`src/rtl/cal_pkg.sv`:
```
package cal_pkg;
  localparam int BYTE_W = 8;
  localparam int SEL_W  = 3;
  localparam int MON_W  = 5;

  typedef enum logic [SEL_W-1:0] {
    SEL_SEC  = 3'd0,
    SEL_MIN  = 3'd1,
    SEL_HOUR = 3'd2,
    SEL_DAY  = 3'd3,
    SEL_MON  = 3'd4
  } slot_e;

  // one packed-BCD increment, units 9 rolls into tens
  function automatic logic [BYTE_W-1:0] bcd_step(input logic [BYTE_W-1:0] v);
    if (v[3:0] >= 4'd9) return {v[7:4] + 4'd1, 4'd0};
    else                return {v[7:4], v[3:0] + 4'd1};
  endfunction

  // last day of a month, BCD month value and leap flag
  function automatic logic [BYTE_W-1:0] last_day(input logic [MON_W-1:0] m,
                                                 input logic leap);
    case (m)
      5'h02:                      return leap ? 8'h29 : 8'h28;
      5'h04, 5'h06, 5'h09, 5'h11: return 8'h30;
      default:                    return 8'h31;
    endcase
  endfunction
endpackage

```
`src/rtl/bcd_mod_counter.sv`:
```
module bcd_mod_counter
  import cal_pkg::*;
#(
  parameter logic [BYTE_W-1:0] TOP = 8'h59
) (
  input  logic              clk,
  input  logic              rst_n,
  input  logic              adv_i,
  input  logic              ld_i,
  input  logic [BYTE_W-1:0] ld_data_i,
  output logic [BYTE_W-1:0] q_o,
  output logic              carry_o
);
  logic [BYTE_W-1:0] q_r, q_d;

  always_comb begin
    q_d = q_r;
    if (ld_i)                q_d = ld_data_i;
    else if (adv_i)          q_d = (q_r == TOP) ? '0 : bcd_step(q_r);
  end

  always_ff @(posedge clk or negedge rst_n) begin
    if (!rst_n)                q_r <= '0;
    else if (ld_i || adv_i)    q_r <= q_d;
  end

  assign q_o     = q_r;
  assign carry_o = adv_i && !ld_i && (q_r == TOP);

  a_r2_wrap_to_zero: assert property (@(posedge clk) disable iff (!rst_n)
    (adv_i && !ld_i && q_r == TOP) |=> (q_o == 8'h00));
endmodule

```
`src/rtl/hour_counter.sv`:
```
module hour_counter
  import cal_pkg::*;
(
  input  logic              clk,
  input  logic              rst_n,
  input  logic              adv_i,
  input  logic              ld_i,
  input  logic [BYTE_W-1:0] ld_data_i,
  output logic [BYTE_W-1:0] q_o,
  output logic              carry_o
);
  logic [BYTE_W-1:0] q_r, q_d;
  logic [5:0]        val, val_inc;
  logic              mode12, pm, flip;

  assign val     = q_r[5:0];
  assign mode12  = q_r[6];
  assign pm      = q_r[7];
  assign val_inc = bcd_step({2'b00, val})[5:0];
  assign flip    = (val == 6'h11) || (!mode12 && val == 6'h23);

  always_comb begin
    q_d = q_r;
    if (ld_i) begin
      q_d = ld_data_i;
    end else if (adv_i) begin
      q_d[7] = pm ^ flip;
      if (mode12) q_d[5:0] = (val == 6'h12) ? 6'h01 : val_inc;
      else        q_d[5:0] = (val == 6'h23) ? 6'h00 : val_inc;
    end
  end

  always_ff @(posedge clk or negedge rst_n) begin
    if (!rst_n)                q_r <= '0;
    else if (ld_i || adv_i)    q_r <= q_d;
  end

  assign q_o     = q_r;
  assign carry_o = adv_i && !ld_i &&
                   (mode12 ? (val == 6'h11 && pm) : (val == 6'h23));

  a_r4_noon_flip: assert property (@(posedge clk) disable iff (!rst_n)
    (adv_i && !ld_i && mode12 && val == 6'h11)
      |=> (q_o[5:0] == 6'h12 && q_o[7] != $past(pm)));
  a_r4_twelve_to_one: assert property (@(posedge clk) disable iff (!rst_n)
    (adv_i && !ld_i && mode12 && val == 6'h12) |=> (q_o[5:0] == 6'h01));
  a_r5_flag_in_24h: assert property (@(posedge clk) disable iff (!rst_n)
    (adv_i && !ld_i && !mode12 && val == 6'h23)
      |=> (q_o[5:0] == 6'h00 && q_o[7] != $past(pm)));
endmodule

```
`src/rtl/date_counter.sv`:
```
module date_counter
  import cal_pkg::*;
(
  input  logic              clk,
  input  logic              rst_n,
  input  logic              adv_i,
  input  logic              ld_day_i,
  input  logic              ld_mon_i,
  input  logic [BYTE_W-1:0] ld_data_i,
  output logic [BYTE_W-1:0] day_o,
  output logic [BYTE_W-1:0] mon_o
);
  logic [BYTE_W-1:0] day_r, day_d;
  logic [MON_W-1:0]  mon_r, mon_d;
  logic              leap_r, leap_d;
  logic              day_end;

  assign day_end = (day_r == last_day(mon_r, leap_r));

  always_comb begin
    day_d  = day_r;
    mon_d  = mon_r;
    leap_d = leap_r;
    if (ld_day_i)   day_d = ld_data_i;
    else if (adv_i) day_d = day_end ? 8'h01 : bcd_step(day_r);
    if (ld_mon_i) begin
      leap_d = ld_data_i[7];
      mon_d  = ld_data_i[MON_W-1:0];
    end else if (adv_i && day_end) begin
      mon_d = (mon_r == 5'h12) ? 5'h01 : bcd_step({3'b000, mon_r})[MON_W-1:0];
    end
  end

  always_ff @(posedge clk or negedge rst_n) begin
    if (!rst_n) begin
      day_r  <= 8'h01;
      mon_r  <= 5'h01;
      leap_r <= 1'b0;
    end else begin
      if (ld_day_i || adv_i) day_r <= day_d;
      if (ld_mon_i || adv_i) begin
        mon_r  <= mon_d;
        leap_r <= leap_d;
      end
    end
  end

  assign day_o = day_r;
  assign mon_o = {leap_r, 2'b00, mon_r};

  a_r7_short_feb: assert property (@(posedge clk) disable iff (!rst_n)
    (adv_i && !ld_day_i && !ld_mon_i && mon_r == 5'h02 && !leap_r && day_r == 8'h28)
      |=> (day_o == 8'h01 && mon_o[4:0] == 5'h03));
  a_r6_year_wrap: assert property (@(posedge clk) disable iff (!rst_n)
    (adv_i && !ld_day_i && !ld_mon_i && mon_r == 5'h12 && day_r == 8'h31)
      |=> (mon_o[4:0] == 5'h01 && mon_o[7] == $past(leap_r)));
endmodule

```
`src/rtl/bcd_calendar_chain.sv`:
```
module bcd_calendar_chain
  import cal_pkg::*;
(
  input  logic              clk,
  input  logic              rst_n,
  input  logic              tick_i,
  input  logic              run_i,
  input  logic              wr_en_i,
  input  logic [SEL_W-1:0]  wr_sel_i,
  input  logic [BYTE_W-1:0] wr_data_i,
  input  logic [SEL_W-1:0]  rd_sel_i,
  output logic [BYTE_W-1:0] rd_data_o
);
  localparam int N_MS = 2;

  logic [1:0]        rst_sync;
  logic              rst_q;
  logic              step;
  logic [N_MS:0]     adv;
  logic [BYTE_W-1:0] ms_q [N_MS];
  logic [BYTE_W-1:0] hour_q, day_q, mon_q;
  logic              hour_carry;

  // asynchronous assert, synchronous release
  always_ff @(posedge clk or negedge rst_n) begin
    if (!rst_n) rst_sync <= 2'b00;
    else        rst_sync <= {rst_sync[0], 1'b1};
  end
  assign rst_q = rst_sync[1];

  assign step   = tick_i && run_i && !wr_en_i;
  assign adv[0] = step;

  for (genvar g = 0; g < N_MS; g++) begin : g_ms
    bcd_mod_counter #(.TOP(8'h59)) u_cnt (
      .clk       (clk),
      .rst_n     (rst_q),
      .adv_i     (adv[g]),
      .ld_i      (wr_en_i && wr_sel_i == SEL_W'(g)),
      .ld_data_i (wr_data_i),
      .q_o       (ms_q[g]),
      .carry_o   (adv[g+1])
    );
  end

  hour_counter u_hour (
    .clk       (clk),
    .rst_n     (rst_q),
    .adv_i     (adv[N_MS]),
    .ld_i      (wr_en_i && wr_sel_i == SEL_HOUR),
    .ld_data_i (wr_data_i),
    .q_o       (hour_q),
    .carry_o   (hour_carry)
  );

  date_counter u_date (
    .clk       (clk),
    .rst_n     (rst_q),
    .adv_i     (hour_carry),
    .ld_day_i  (wr_en_i && wr_sel_i == SEL_DAY),
    .ld_mon_i  (wr_en_i && wr_sel_i == SEL_MON),
    .ld_data_i (wr_data_i),
    .day_o     (day_q),
    .mon_o     (mon_q)
  );

  always_comb begin
    case (rd_sel_i)
      SEL_SEC:  rd_data_o = ms_q[0];
      SEL_MIN:  rd_data_o = ms_q[1];
      SEL_HOUR: rd_data_o = hour_q;
      SEL_DAY:  rd_data_o = day_q;
      SEL_MON:  rd_data_o = mon_q;
      default:  rd_data_o = '0;
    endcase
  end

  a_r8_frozen: assert property (@(posedge clk) disable iff (!rst_q)
    (!run_i && !wr_en_i) |=> ($stable(ms_q[0]) && $stable(ms_q[1]) &&
                              $stable(hour_q) && $stable(day_q) && $stable(mon_q)));
  a_r9_write_wins: assert property (@(posedge clk) disable iff (!rst_q)
    (wr_en_i && wr_sel_i == SEL_SEC) |=> (ms_q[0] == $past(wr_data_i) && $stable(ms_q[1])));
endmodule

```
`config.mk`:
```
export PLATFORM = sky130hd
export DESIGN_NAME = bcd_calendar_chain
export DESIGN_NICKNAME = d
export VERILOG_FILES = /design/src/rtl/cal_pkg.sv /design/src/rtl/bcd_mod_counter.sv /design/src/rtl/hour_counter.sv /design/src/rtl/date_counter.sv /design/src/rtl/bcd_calendar_chain.sv
export SDC_FILE = /design/constraint.sdc
export NUM_CORES = 1
export LEC_CHECK = 0
export ABC_AREA = 1
export BUFFER_PORTS_ARGS = -buffer_cell sky130_fd_sc_hd__clkbuf_2
export CORE_MARGIN = 4
export CORE_UTILIZATION = 55
export DETAILED_ROUTE_END_ITERATION = 10
export HOLD_SLACK_MARGIN = 0.08
export PLACE_DENSITY = 0.74
export SYNTH_ARGS = -nofsm -noshare
export SYNTH_HDL_FRONTEND = slang
export SYNTH_SLANG_ARGS = --single-unit
```
`constraint.sdc`:
```
create_clock -name clk -period 2.8 [get_ports clk]
set_input_delay 0.28 -clock clk [delete_from_list [all_inputs] [get_ports clk]]
set_output_delay 0.28 -clock clk [all_outputs]
set_load 0.02 [all_outputs]
```
# == After elaboration in Yosys (flattened, before gate mapping) ==
# Index checks and enable logic that the tools add are counted.
# op_classes
add_sub_neg,10
order_cmp,5
eq_ne,20
mux,28
bitwise_logic,1
reduce_logical,50
# op_table
operator,n
2-to-1 mux 8 bit,12
one-hot mux 8 bit (5 select lines),1
2-to-1 mux 6 bit,6
adder 4 x 1 -> 4 bit (second input constant),8
>= comparator 4 bit (second input constant),5
2-to-1 mux 5 bit,4
equality test 8 x 7 -> 1 bit (second input constant),2
logical AND 1 bit,16
one-hot mux 8 bit (2 select lines),1
AND reduction 2 bit,7
equality test 3 x 2 -> 1 bit (second input constant),4
equality test 6 x 5 -> 1 bit (second input constant),2
AND reduction 3 bit,4
nonzero test 3 bit,4
equality test 5 x 3 -> 1 bit (second input constant),2
equality test 5 bit (second input constant),2
nonzero test 2 bit,5
equality test 8 bit,1
equality test 3 x 1 -> 1 bit (second input constant),2
equality test 3 bit (second input constant),2
equality test 6 bit (second input constant),1
logical NOT 3 bit,2
logical OR 1 bit,6
equality test 5 x 2 -> 1 bit (second input constant),1
7 further kinds,14
# word_totals
ff_bits,40
inputBits,19
out_inout_bits,8
word_cells,126

# == Longest topological paths before layout ==
# Gate-level depths: netlist of the first run.
# logic_depth
ltp_word,12
mapped_depth,15

# == Cells and area by module ==
# Synthesis of the first run repeated with hierarchy kept, for this count alone.
# unflattened
hier_cells,517
area_unflattened_um2,3689.8
# by_module_without_submodules
mod,instances,cells_per_inst,area_per_inst_um2,seq_area_each_um2
date_counter,1,157,1172.4,352.8
bcd_mod_counter (g_ms[0].u_cnt),1,86,676.9,200.2
hour_counter,1,90,669.4,200.2
bcd_mod_counter (g_ms[1].u_cnt),1,82,658.1,200.2
bcd_calendar_chain,1,102,513.0,50.0

# == Worst setup path after synthesis of the first run ==
# No wires, ideal clock.
# synth_path
kind,register to register
from,reg u_date.mon_r[0]
to,reg u_date.day_r[4] (netlist: u_date.day_o[4])
arrival_ns,1.676
required_time_ns,2.684
slack_ns,1.008
stages_incl_launch_ff,15
n_path_buf,0
synth_period_minus_slack_ns,1.792
cell_sequence,dfstp_2 > inv_1 > ha_1 > inv_1 > nand2_1 > nand2_1 > nand2_1 > nand2_1 > nand3_1 > nand3_2 > nand2_2 > nand2_4 > clkinv_2 > nand2_1 > nand2_1
# synth_via
elab_chain_cells,7
# synth_rtl
item,line,rtl
start: declaration,date_counter.sv:14,"logic [MON_W-1:0] mon_r, mon_d;"
start signal: assignment,date_counter.sv:42,mon_r <= mon_d;
equality test 5 x 3 -> 1 bit (tied with other cells),cal_pkg.sv:23,case (m)
OR reduction 4 bit,cal_pkg.sv:23,
one-hot mux 8 bit (2 select lines) *,cal_pkg.sv:23,
equality test 8 bit *,date_counter.sv:18,"assign day_end = (day_r == last_day(mon_r, leap_r));"
2-to-1 mux 8 bit (2 in a row),date_counter.sv:25,else if (adv_i) day_d = day_end ? 8'h01 : bcd_step(day_r);
2-to-1 mux 8 bit,date_counter.sv:24,if (ld_day_i) day_d = ld_data_i;
end signal: assignment,date_counter.sv:40,if (ld_day_i || adv_i) day_r <= day_d;
end: declaration,date_counter.sv:13,"logic [BYTE_W-1:0] day_r, day_d;"
# Mark *: on every way between the ends. The rest lies on a longest branch, timed or not. The select of a mux whose other input is x is not followed.
# A chain may end at the register's enable or synchronous reset.

# == Worst setup path in the final report of the first run ==
# layout_path
from,reg u_date.mon_r[1]
to,out rd_data_o[1]
# layout_via
elab_chain_cells,1
# layout_rtl
item,line,rtl
one-hot mux 8 bit (5 select lines),bcd_calendar_chain.sv:68,case (rd_sel_i)
end: declaration,bcd_calendar_chain.sv:12,output logic [BYTE_W-1:0] rd_data_o
# No other way between the ends.

==> impl_metrics.py, run 1 <==
metrics = {
    "run_status": {
        "status": "complete, no violations",
    },
    "cells_and_area": {
        "area_growth_pct": 10.43,
        "fin_area_um2": 3432,
        "layout-drive-gt1-share_pct": 18.14,
        "antenna_cells": 0,
        "fin_nets": 484,
    },
    "sta": {
        "period_share_pct": 70.82,
        "whs_ns": 0.2174,
        "finalHoldViolCount": 0,
        "setup_viol": 0,
        "slew_headroom_pct": 47.58,
        "skew_ns": 0.005460,
        "fmax_ghz": 0.5043,
        "worst_slew_pin_slew_ns": 0.7803,
        "period_needed_ns": 1.983,
        "finalMaxSlewViolations": 0,
        "setup_tns_ns": 0,
        "rsz0062_at_grt": "no",
    },
    "clock_tree": {
        "tritoncts": "done",
        "root_buffer": "clkbuf_8",
        "cts_buffers": 5,
        "ctsHtreeMaxLevel": 2,
        "cts_num_sinks": 40,
        "clkTransAtPathRegs_ns": 0.08,
        "worstSkewPairLatency_ns": 0.30,
        "cts_max_path_buffers": 2,
        "post_cts_buffers": 0,
    },
    "hold_path": {
        "min_from": "wr_data_i[1]",
        "hold_path.class": "primary input to flop",
        "holdPathEnd": "u_date.day_o[1]$_DFFE_PN0P_",
        "hold_depth": 3,
    },
    "routing": {
        "drc": 0,
        "vias": 2957,
        "drtAntennaViolNets": 0,
        "wl_mm": 8.325,
        "post_drt_wl_per_cell_um": 16.23,
        "drt_iter0_markers": 300,
        "via_per_inst": 5.764,
        "firstDrtPassIters": 5,
    },
    "logic_synthesis": {
        "ys.flop_type": "dfrtp_1",
        "syn-num-nets": 449,
        "ys_seq_elements": 40,
        "synth_common_cells": "nand2_1 (90), inv_1 (53), dfrtp_1 (38), nand3_1 (31), o21ai_0 (27)",
        "synth-edff-count": 0,
        "synthArstFlopShare_pct": 100.0,
        "synth_warnings": 0,
        "synth_top_cell_by_area": "dfrtp_1",
        "synth_area_leaders": "dfrtp_1 (31%), nand2_1 (11%), ha_1 (10%)",
        "syn_inst": 405,
        "yosys.area.top_type_share_pct": 30.60,
        "synth_cell_types": 40,
        "synth.avg_cell_area_um2": 7.674,
        "yosysMostFrequentCell": "nand2_1",
        "yosysSeqAreaShare_pct": 32.29,
        "synth_area_um2": 3108,
    },
    "setup_path": {
        "critPathLaunchType": "flop",
        "rr_worst_depth": 14,
        "end_kind": "primary output",
        "crit_fanout": 5,
        "ff2ff_setup_slack_ns": 0.82,
        "cp_data_arrival_time_ns": 1.70,
        "timing.rr.end": "u_date.day_o[6]$_DFFE_PN0P_",
        "required_ns": 2.52,
        "path_class": "flop to primary output",
        "r2r_start": "u_date.mon_r[0]$_DFFE_PN1P_",
    },
    "placement": {
        "dpl-instance-area_um2": 3332,
        "gp_congestion": 0.9692,
        "dpl.hpwl_mm": 6.319,
        "portBuffers": 26,
    },
    "pwr": {
        "ir_worst_vdd_uv": 462.0,
        "power_density_nw_per_um2": 751.3,
        "leakage_uw": 0.001703,
    },
    "global_route": {
        "grt_max_degree": 39,
        "grt-ovfl-total": 0,
        "grt_pass1_wl_mm": 14.14,
        "track_usage_pct": 25.06,
        "grt_pass1_vias": 2893,
        "antenna_found_initial": 0,
    },
    "die": {
        "die_y_um": 83.17,
        "die_w_um": 83.17,
        "io_pins": 27,
        "row_count": 27,
        "core_area_um2": 5507,
        "dieArea_um2": 6917,
        "start_util_pct": 56.44,
    },
    "flow_run": {
        "cap_violations": 0,
    },
}
[cell usage in the layout (no fill, tap or decap), types with 12 or more instances in the layout]
cell type  instances
nor2_1            19
inv_1             53
ha_1              25
inv_2             12
clkbuf_2          26
o22ai_1           15
nand3_1           31
dfrtp_1           38
o21ai_0           27
nand2_1           90
[per-stage QoR]
stage	utilization (%)	instances	setup WS, ns	total power (µW)
3_3_place_gp	60.51	504	0.8983	2111
5_1_grt	62.33	513	0.6171	2810
3_5_place_dp	60.51	504	0.8425	2152
6_report	62.33	513	0.8171	2578
4_1_cts	62.33	513	0.8285	2565
2_1_floorplan	-	405	1.008	1829
[cells by family after synthesis]
kind of cell	share of synthesized area, %
other cells	0.1207
buf+inv	8.373
mux	1.087
xor+xnor	3.382
compound gates	15.74
flops	32.29
fa+ha+maj	10.06
simple gates	28.95
[flip-flops by register name, indices dropped and copies added (netlist names)]
name,cells
g_ms.u_cnt.q_o,16
rst_sync,2
u_hour.q_o,8
u_date.mon_r,5
u_date.day_o,8
u_date.leap_r,1
[what timing repair did]
action | 4_1_cts | 5_1_grt
gates resized for setup | 0 | 0
setup endpoints to repair | 0 | 0
hold endpoints to repair | 2 | 0
hold buffers | 1 | 0
[where the power goes]
group	internal [µW]	leakage [µW]	switching, µW
logic	431	0.00116	695
registers	770	0.000498	273
clock network	201	0.0000455	208
total	1400	0.00170	1180
[worst max path at each step]
stage	cells past startpoint	slack (ns)	endpoint	startpoint
after floorplan	14	1.01	u_date.day_o[4]$_DFFE_PN0P_	u_date.mon_r[0]$_DFFE_PN1P_
after global placement	14	0.90	u_date.day_o[4]$_DFFE_PN0P_	u_date.mon_r[0]$_DFFE_PN1P_
after detailed placement	14	0.84	u_date.day_o[5]$_DFFE_PN0P_	u_date.mon_r[0]$_DFFE_PN1P_
after CTS	14	0.83	u_date.day_o[5]$_DFFE_PN0P_	u_date.mon_r[0]$_DFFE_PN1P_
after global routing	14	0.62	u_date.day_o[4]$_DFFE_PN0P_	u_date.mon_r[0]$_DFFE_PN1P_
final	5	0.82	rd_data_o[1]	u_date.mon_r[1]$_DFFE_PN0P_
[routing by layer]
metal / wire length [µm] / GRT usage [%]
met2: 3879 / 40.45
met1: 3637 / 33.65
met3: 621 / 4.762
met4: 187 / 8.618
met5: 0 / 0
[worst max-delay path, cell delays in order, from the launching register on]
cell and delay [ns]:
dfrtp_1 0.43, inv_1 0.17, o22ai_1 0.13, a221oi_1 0.30, o21ai_0 0.17, clkbuf_2 0.19
[final cells by class]
type                    instances  area (µm²)
well taps                      72       90.09
repair buffers                 29       155.1
flip-flops and latches         40        1003
clock buffers                   8       90.09
multi-input cells             298        1844
fillers                       496        2074
inverters                      66       249.0
No activity file was read; power rests on OpenSTA's default activity.
==> inputs of run 2 (changes only) <==
==> constraint.sdc (replaced) <==
create_clock -name clk -period 2 [get_ports clk]
set_input_delay 0.2 -clock clk [delete_from_list [all_inputs] [get_ports clk]]
set_output_delay 0.2 -clock clk [all_outputs]
set_load 0.02 [all_outputs]
==> run 2 against run 1 <==
  * Setup slack got worse by 0.74 ns
  * First-iteration DRC count fell by 31%
  * Final cell count rose by 2.3%
  * Power rose by 43%
  * Flip-flop and latch count did not move
  * Via count rose by 1.7%
  * Sequential share of layout area fell by 0.94 points
  * Register-to-register slack got worse by 0.69 ns
  * Largest cell class unchanged
==> impl_metrics.py, run 2 (same netlist as run 1, synthesis figures left out) <==
metrics = {
    "routing": {
        "drt_iter0_markers": 208,
        "wl_mm": 8.288,
        "via_per_inst": 5.728,
        "vias": 3007,
        "firstDrtPassIters": 5,
        "drtAntennaViolNets": 0,
        "post_drt_wl_per_cell_um": 15.79,
        "drc": 0,
    },
    "sta": {
        "finalHoldViolCount": 0,
        "period_share_pct": 96.35,
        "period_needed_ns": 1.927,
        "fmax_ghz": 0.5189,
        "worst_slew_pin_slew_ns": 0.5277,
        "skew_ns": 0.01051,
        "slew_headroom_pct": 64.70,
        "finalMaxSlewViolations": 0,
        "setup_tns_ns": 0,
        "whs_ns": 0.1486,
        "setup_viol": 0,
    },
    "clock_tree": {
        "worstSkewPairLatency_ns": 0.29,
        "tritoncts": "done",
        "root_buffer": "clkbuf_8",
        "cts_buffers": 5,
        "cts_max_path_buffers": 2,
        "ctsHtreeMaxLevel": 2,
        "clkTransAtPathRegs_ns": 0.08,
        "cts_num_sinks": 40,
    },
    "global_route": {
        "grt_max_degree": 39,
        "grt-ovfl-total": 0,
        "antenna_found_initial": 0,
        "grt_pass1_vias": 2880,
        "grt_busiest_layer": "met2",
        "met1_usage_pct": 33.42,
        "grt_use_met3_pct": 4.563,
        "use_met2_pct": 39.80,
        "track_usage_pct": 24.88,
        "grt_pass1_wl_mm": 14.00,
    },
    "setup_path": {
        "required_ns": 1.80,
        "rr_worst_depth": 8,
        "end_kind": "primary output",
        "crit_fanout": 7,
        "critPathLaunchType": "flop",
        "path_class": "flop to primary output",
        "r2r_start": "g_ms[0].u_cnt.q_o[4]$_DFFE_PN0P_",
        "timing.rr.end": "g_ms[1].u_cnt.q_o[4]$_DFFE_PN0P_",
        "ff2ff_setup_slack_ns": 0.13,
        "endpoint": "rd_data_o[2]",
        "cp_data_arrival_time_ns": 1.73,
        "crit_start": "u_date.mon_r[2]$_DFFE_PN0P_",
    },
    "placement": {
        "portBuffers": 26,
        "gp_congestion": 0.9013,
        "place_inst": 510,
        "dpl.hpwl_mm": 6.385,
    },
    "pwr": {
        "power_density_nw_per_um2": 1037,
        "ir_worst_vdd_uv": 579.7,
        "leakage_uw": 0.001759,
    },
    "hold_path": {
        "hold_path.class": "primary input to flop",
        "min_from": "wr_data_i[3]",
    },
    "cells_and_area": {
        "layout-drive-gt1-share_pct": 22.08,
        "stdcell_count": 525,
        "area_growth_pct": 14.25,
        "largest_reg_flops": 16,
        "antenna_cells": 0,
        "fin_nets": 496,
        "layout_common_cells": "nand2_1 (88), inv_1 (50), dfrtp_1 (37)",
        "final_common_cell": "nand2_1",
    },
    "run_status": {
        "status": "complete, no violations",
    },
    "die": {
        "io_pins": 27,
        "dieArea_um2": 6917,
        "start_util_pct": 56.44,
        "die_y_um": 83.17,
        "row_count": 27,
        "die_w_um": 83.17,
        "core_area_um2": 5507,
    },
    "flow_run": {
        "cap_violations": 0,
    },
}
## run 2: changes by cell type in the layout (fill, tap and decap cells not counted), moves of 2 or more
cell     previous run  this run
nand2_2             8        11
nand2_1            90        88
inv_2              12        15
inv_1              53        50
buf_4               2        13
## run 2: what timing repair did
item                       4_1_cts  5_1_grt
setup endpoints to repair        0       14
setup buffers                    0        5
resized for setup                0       10
hold buffers                     1        0
hold endpoints to repair         2        0
## run 2: per-layer routing
metal / vias up / share of wire [%]
met1: 1405 / 43
met3: 26 / 6.7
met5: - / 0
met4: 0 / 3.7
met2: 112 / 47
li1: 1464 / -
## run 2: area by class of cell
type,instances,area [µm²]
fillers,478,1956
multi-input cells,299,1879
flip-flops and latches,40,1005
inverters,66,249.0
repair buffers,40,237.7
clock buffers,8,90.09
well taps,72,90.09
## run 2: where the power goes
part,internal [µW],switching (µW),total [µW]
combinational,648,1020,1670
sequential,1080,366,1440
clock,282,289,571
total,2010,1670,3680
## run 2: worst min-delay path by stage
stage	endpoint	cells past startpoint
after floorplan	rst_sync[0]$_DFF_PN0_	0
after global placement	rst_sync[0]$_DFF_PN0_	1
after detailed placement	rst_sync[0]$_DFF_PN0_	1
after CTS	u_date.day_o[3]$_DFFE_PN0P_	3
after global routing	g_ms[0].u_cnt.q_o[0]$_DFFE_PN0P_	3
final	u_date.day_o[3]$_DFFE_PN0P_	3
## run 2: critical path, stage by stage, from the launching register on
cell and delay [ns]:
dfrtp_1 0.45, inv_2 0.14, o22ai_1 0.11, a221oi_1 0.38, o21ai_0 0.17, clkbuf_2 0.19
## run 2: metrics by stage
step	power (µW)	util (%)	instance area (µm²)	setup WS (ns)
after floorplan	2561	-	3108	0.2079
after global placement	2978	61.33	3377	0.08907
after detailed placement	3017	61.33	3377	0.04253
after CTS	3582	63.14	3477	0.02866
after global routing	4017	64.49	3551	-0.01344
final	3683	64.49	3551	0.07300
==> inputs of run 3 (changes only) <==
--- a/config.mk
+++ b/config.mk
@@ -9,6 +9,7 @@
 export BUFFER_PORTS_ARGS = -buffer_cell sky130_fd_sc_hd__clkbuf_2
 export CORE_MARGIN = 4
 export CORE_UTILIZATION = 55
+export CTS_BUF_LIST = sky130_fd_sc_hd__clkbuf_4
 export DETAILED_ROUTE_END_ITERATION = 10
 export HOLD_SLACK_MARGIN = 0.08
 export PLACE_DENSITY = 0.74
==> run 3 against run 2 <==
  * Clock skew up 0.0019 ns
  * Maximum frequency up 2.1%
  * Routed wire length up 1.5%
  * Sequential power about the same
  * Final cell count unchanged
  * Power down 3.4%
  * Register-to-register slack worse by 0.02 ns
  * Combinational power about the same
==> impl_metrics.py, run 3 (same netlist as run 1, synthesis figures left out) <==
metrics = {
    "sta": {
        "slew_headroom_pct": 64.43,
        "skew_ns": 0.01241,
        "setup_tns_ns": 0,
        "finalMaxSlewViolations": 0,
        "period_needed_ns": 1.887,
        "worst_slew_pin_slew_ns": 0.5318,
        "period_share_pct": 94.36,
        "timing.final.ws_setup_ns": 0.1129,
        "fmax_ghz": 0.5299,
        "finalHoldViolCount": 0,
        "rsz0062_at_grt": "yes",
        "setup_viol": 0,
    },
    "setup_path": {
        "critPathSlowestCell": "dfrtp_1",
        "path_buf_inv": 2,
        "cpMostUsedCell": "inv_1",
        "slowest_delay_ns": 0.43,
        "crit_fanout": 5,
        "critPathTopFamily": "simple AND/OR/NAND/NOR gates",
        "path_class": "flop to flop",
        "crit_start": "g_ms[0].u_cnt.q_o[5]$_DFFE_PN0P_",
        "r2r_start": "g_ms[0].u_cnt.q_o[5]$_DFFE_PN0P_",
        "ff2ff_setup_slack_ns": 0.11,
        "path_cells": "inv_1, ha_1, nand3_1, nor2_2, nand2_1, nand2_2, inv_1, nor2_4, mux2_2",
        "required_ns": 2.24,
        "cp_data_arrival_time_ns": 2.13,
        "critPathLaunchType": "flop",
        "end_kind": "flop",
    },
    "global_route": {
        "antenna_found_initial": 0,
        "grt-ovfl-total": 0,
        "grt_pass1_wl_mm": 13.99,
        "grt_max_degree": 39,
        "grt_pass1_vias": 2876,
        "track_usage_pct": 24.82,
    },
    "placement": {
        "portBuffers": 26,
        "dpl-instance-area_um2": 3377,
        "place_ws_ns": 0.04253,
        "gp_congestion": 0.9013,
        "dpl.hpwl_mm": 6.385,
    },
    "routing": {
        "wl_mm": 8.410,
        "vias": 3000,
        "drt_iter0_markers": 172,
        "wl_met2_mm": 3.902,
        "routed.top_layer": "met4",
        "via_per_inst": 5.714,
        "drc": 0,
        "met3_length_um": 572,
        "drtAntennaViolNets": 0,
        "post_drt_wl_per_cell_um": 16.02,
        "met1_length_mm": 3.664,
        "firstDrtPassIters": 5,
    },
    "die": {
        "row_count": 27,
        "io_pins": 27,
        "core_area_um2": 5507,
        "dieArea_um2": 6917,
        "die_w_um": 83.17,
        "die_y_um": 83.17,
        "start_util_pct": 56.44,
    },
    "clock_tree": {
        "clkTransAtPathRegs_ns": 0.11,
        "worstSkewPairLatency_ns": 0.35,
        "tritoncts": "done",
        "cts_buffers": 5,
        "root_buffer": "clkbuf_4",
        "ctsHtreeMaxLevel": 2,
        "cts_max_path_buffers": 2,
        "cts_num_sinks": 40,
    },
    "cells_and_area": {
        "fin_area_um2": 3541,
        "fill_cells": 487,
        "final_common_cell": "nand2_1",
        "fin_nets": 496,
        "seqCellArea_um2": 1003,
        "layout-drive-gt1-share_pct": 23.18,
        "layout_common_cells": "nand2_1 (88), inv_1 (49), dfrtp_1 (38)",
        "final_util_pct": 64.30,
        "multi_input_area_um2": 1904,
        "antenna_cells": 0,
        "area_growth_pct": 13.93,
        "largest_reg_flops": 16,
    },
    "pwr": {
        "leakage_uw": 0.001757,
        "power_density_nw_per_um2": 1005,
        "ir_worst_vdd_uv": 592.4,
    },
    "hold_path": {
        "min_from": "wr_data_i[2]",
        "hold_path.class": "primary input to flop",
    },
    "run_status": {
        "status": "complete, no violations",
    },
    "flow_run": {
        "cap_violations": 0,
    },
}
==> run 3: cell count changes in the layout (fill, tap and decap cells not counted), sizes merged <==
| cell | change |
|---|---|
| clkinv | +1 |
| clkbuf | -1 |
==> run 3: layout make-up <==
class / instances / area share (%)
multi-input combinational: 299 / 53.78
sequential: 40 / 28.34
inverter: 66 / 7.032
timing repair buffer: 40 / 6.714
tap: 72 / 2.544
clock buffer: 7 / 1.484
clock inverter: 1 / 0.1060
==> run 3: final timing paths <==
kind,end,cells past startpoint
hold reg to reg,u_date.mon_r[4]$_DFFE_PN0P_,1
max in group asynchronous,u_date.mon_r[0]$_DFFE_PN1P_,1
setup reg to reg,g_ms[1].u_cnt.q_o[4]$_DFFE_PN0P_,9
setup / recovery,g_ms[1].u_cnt.q_o[4]$_DFFE_PN0P_,9
hold / removal,u_date.day_o[2]$_DFFE_PN0P_,3
min in group asynchronous,rst_sync[1]$_DFF_PN0_,2
==> run 3: stage by stage <==
stage,hold WS [ns],power (µW),std cells
floorplan,-0.09559,2561,405
global placement,-0.01349,2978,510
detailed placement,-0.01119,3017,510
CTS,0.08383,3447,519
global route,0.08457,3894,525
finish,0.09227,3558,525
==> run 3: power by group <==
group	internal [µW]	switching (µW)
clock	163	267
sequential	1080	367
combinational	655	1030
total	1890	1660
==> run 3: worst register-to-register path: cells and delay by family (launching register included) <==
family | cells | cell delay, ns
adder cells (fa/ha/maj) | 1 | 0.14
buffers and inverters | 2 | 0.19
flip-flops | 1 | 0.43
multiplexers | 1 | 0.34
AND/OR/NAND/NOR | 5 | 0.68
==> run 3: timing repair <==
item | 4_1_cts | 5_1_grt
hold endpoints to repair | 2 | 0
buffers inserted | 0 | 5
resized for setup | 0 | 14
endpoints found under the setup margin | 0 | 18
hold buffers | 1 | 0
==> run 3: metal layers <==
layer / GRT usage, % / vias to the layer above
met5: 0 / -
met4: 9.510 / 0
met3: 4.563 / 23
met2: 39.72 / 104
met1: 33.29 / 1404
li1: - / 1469
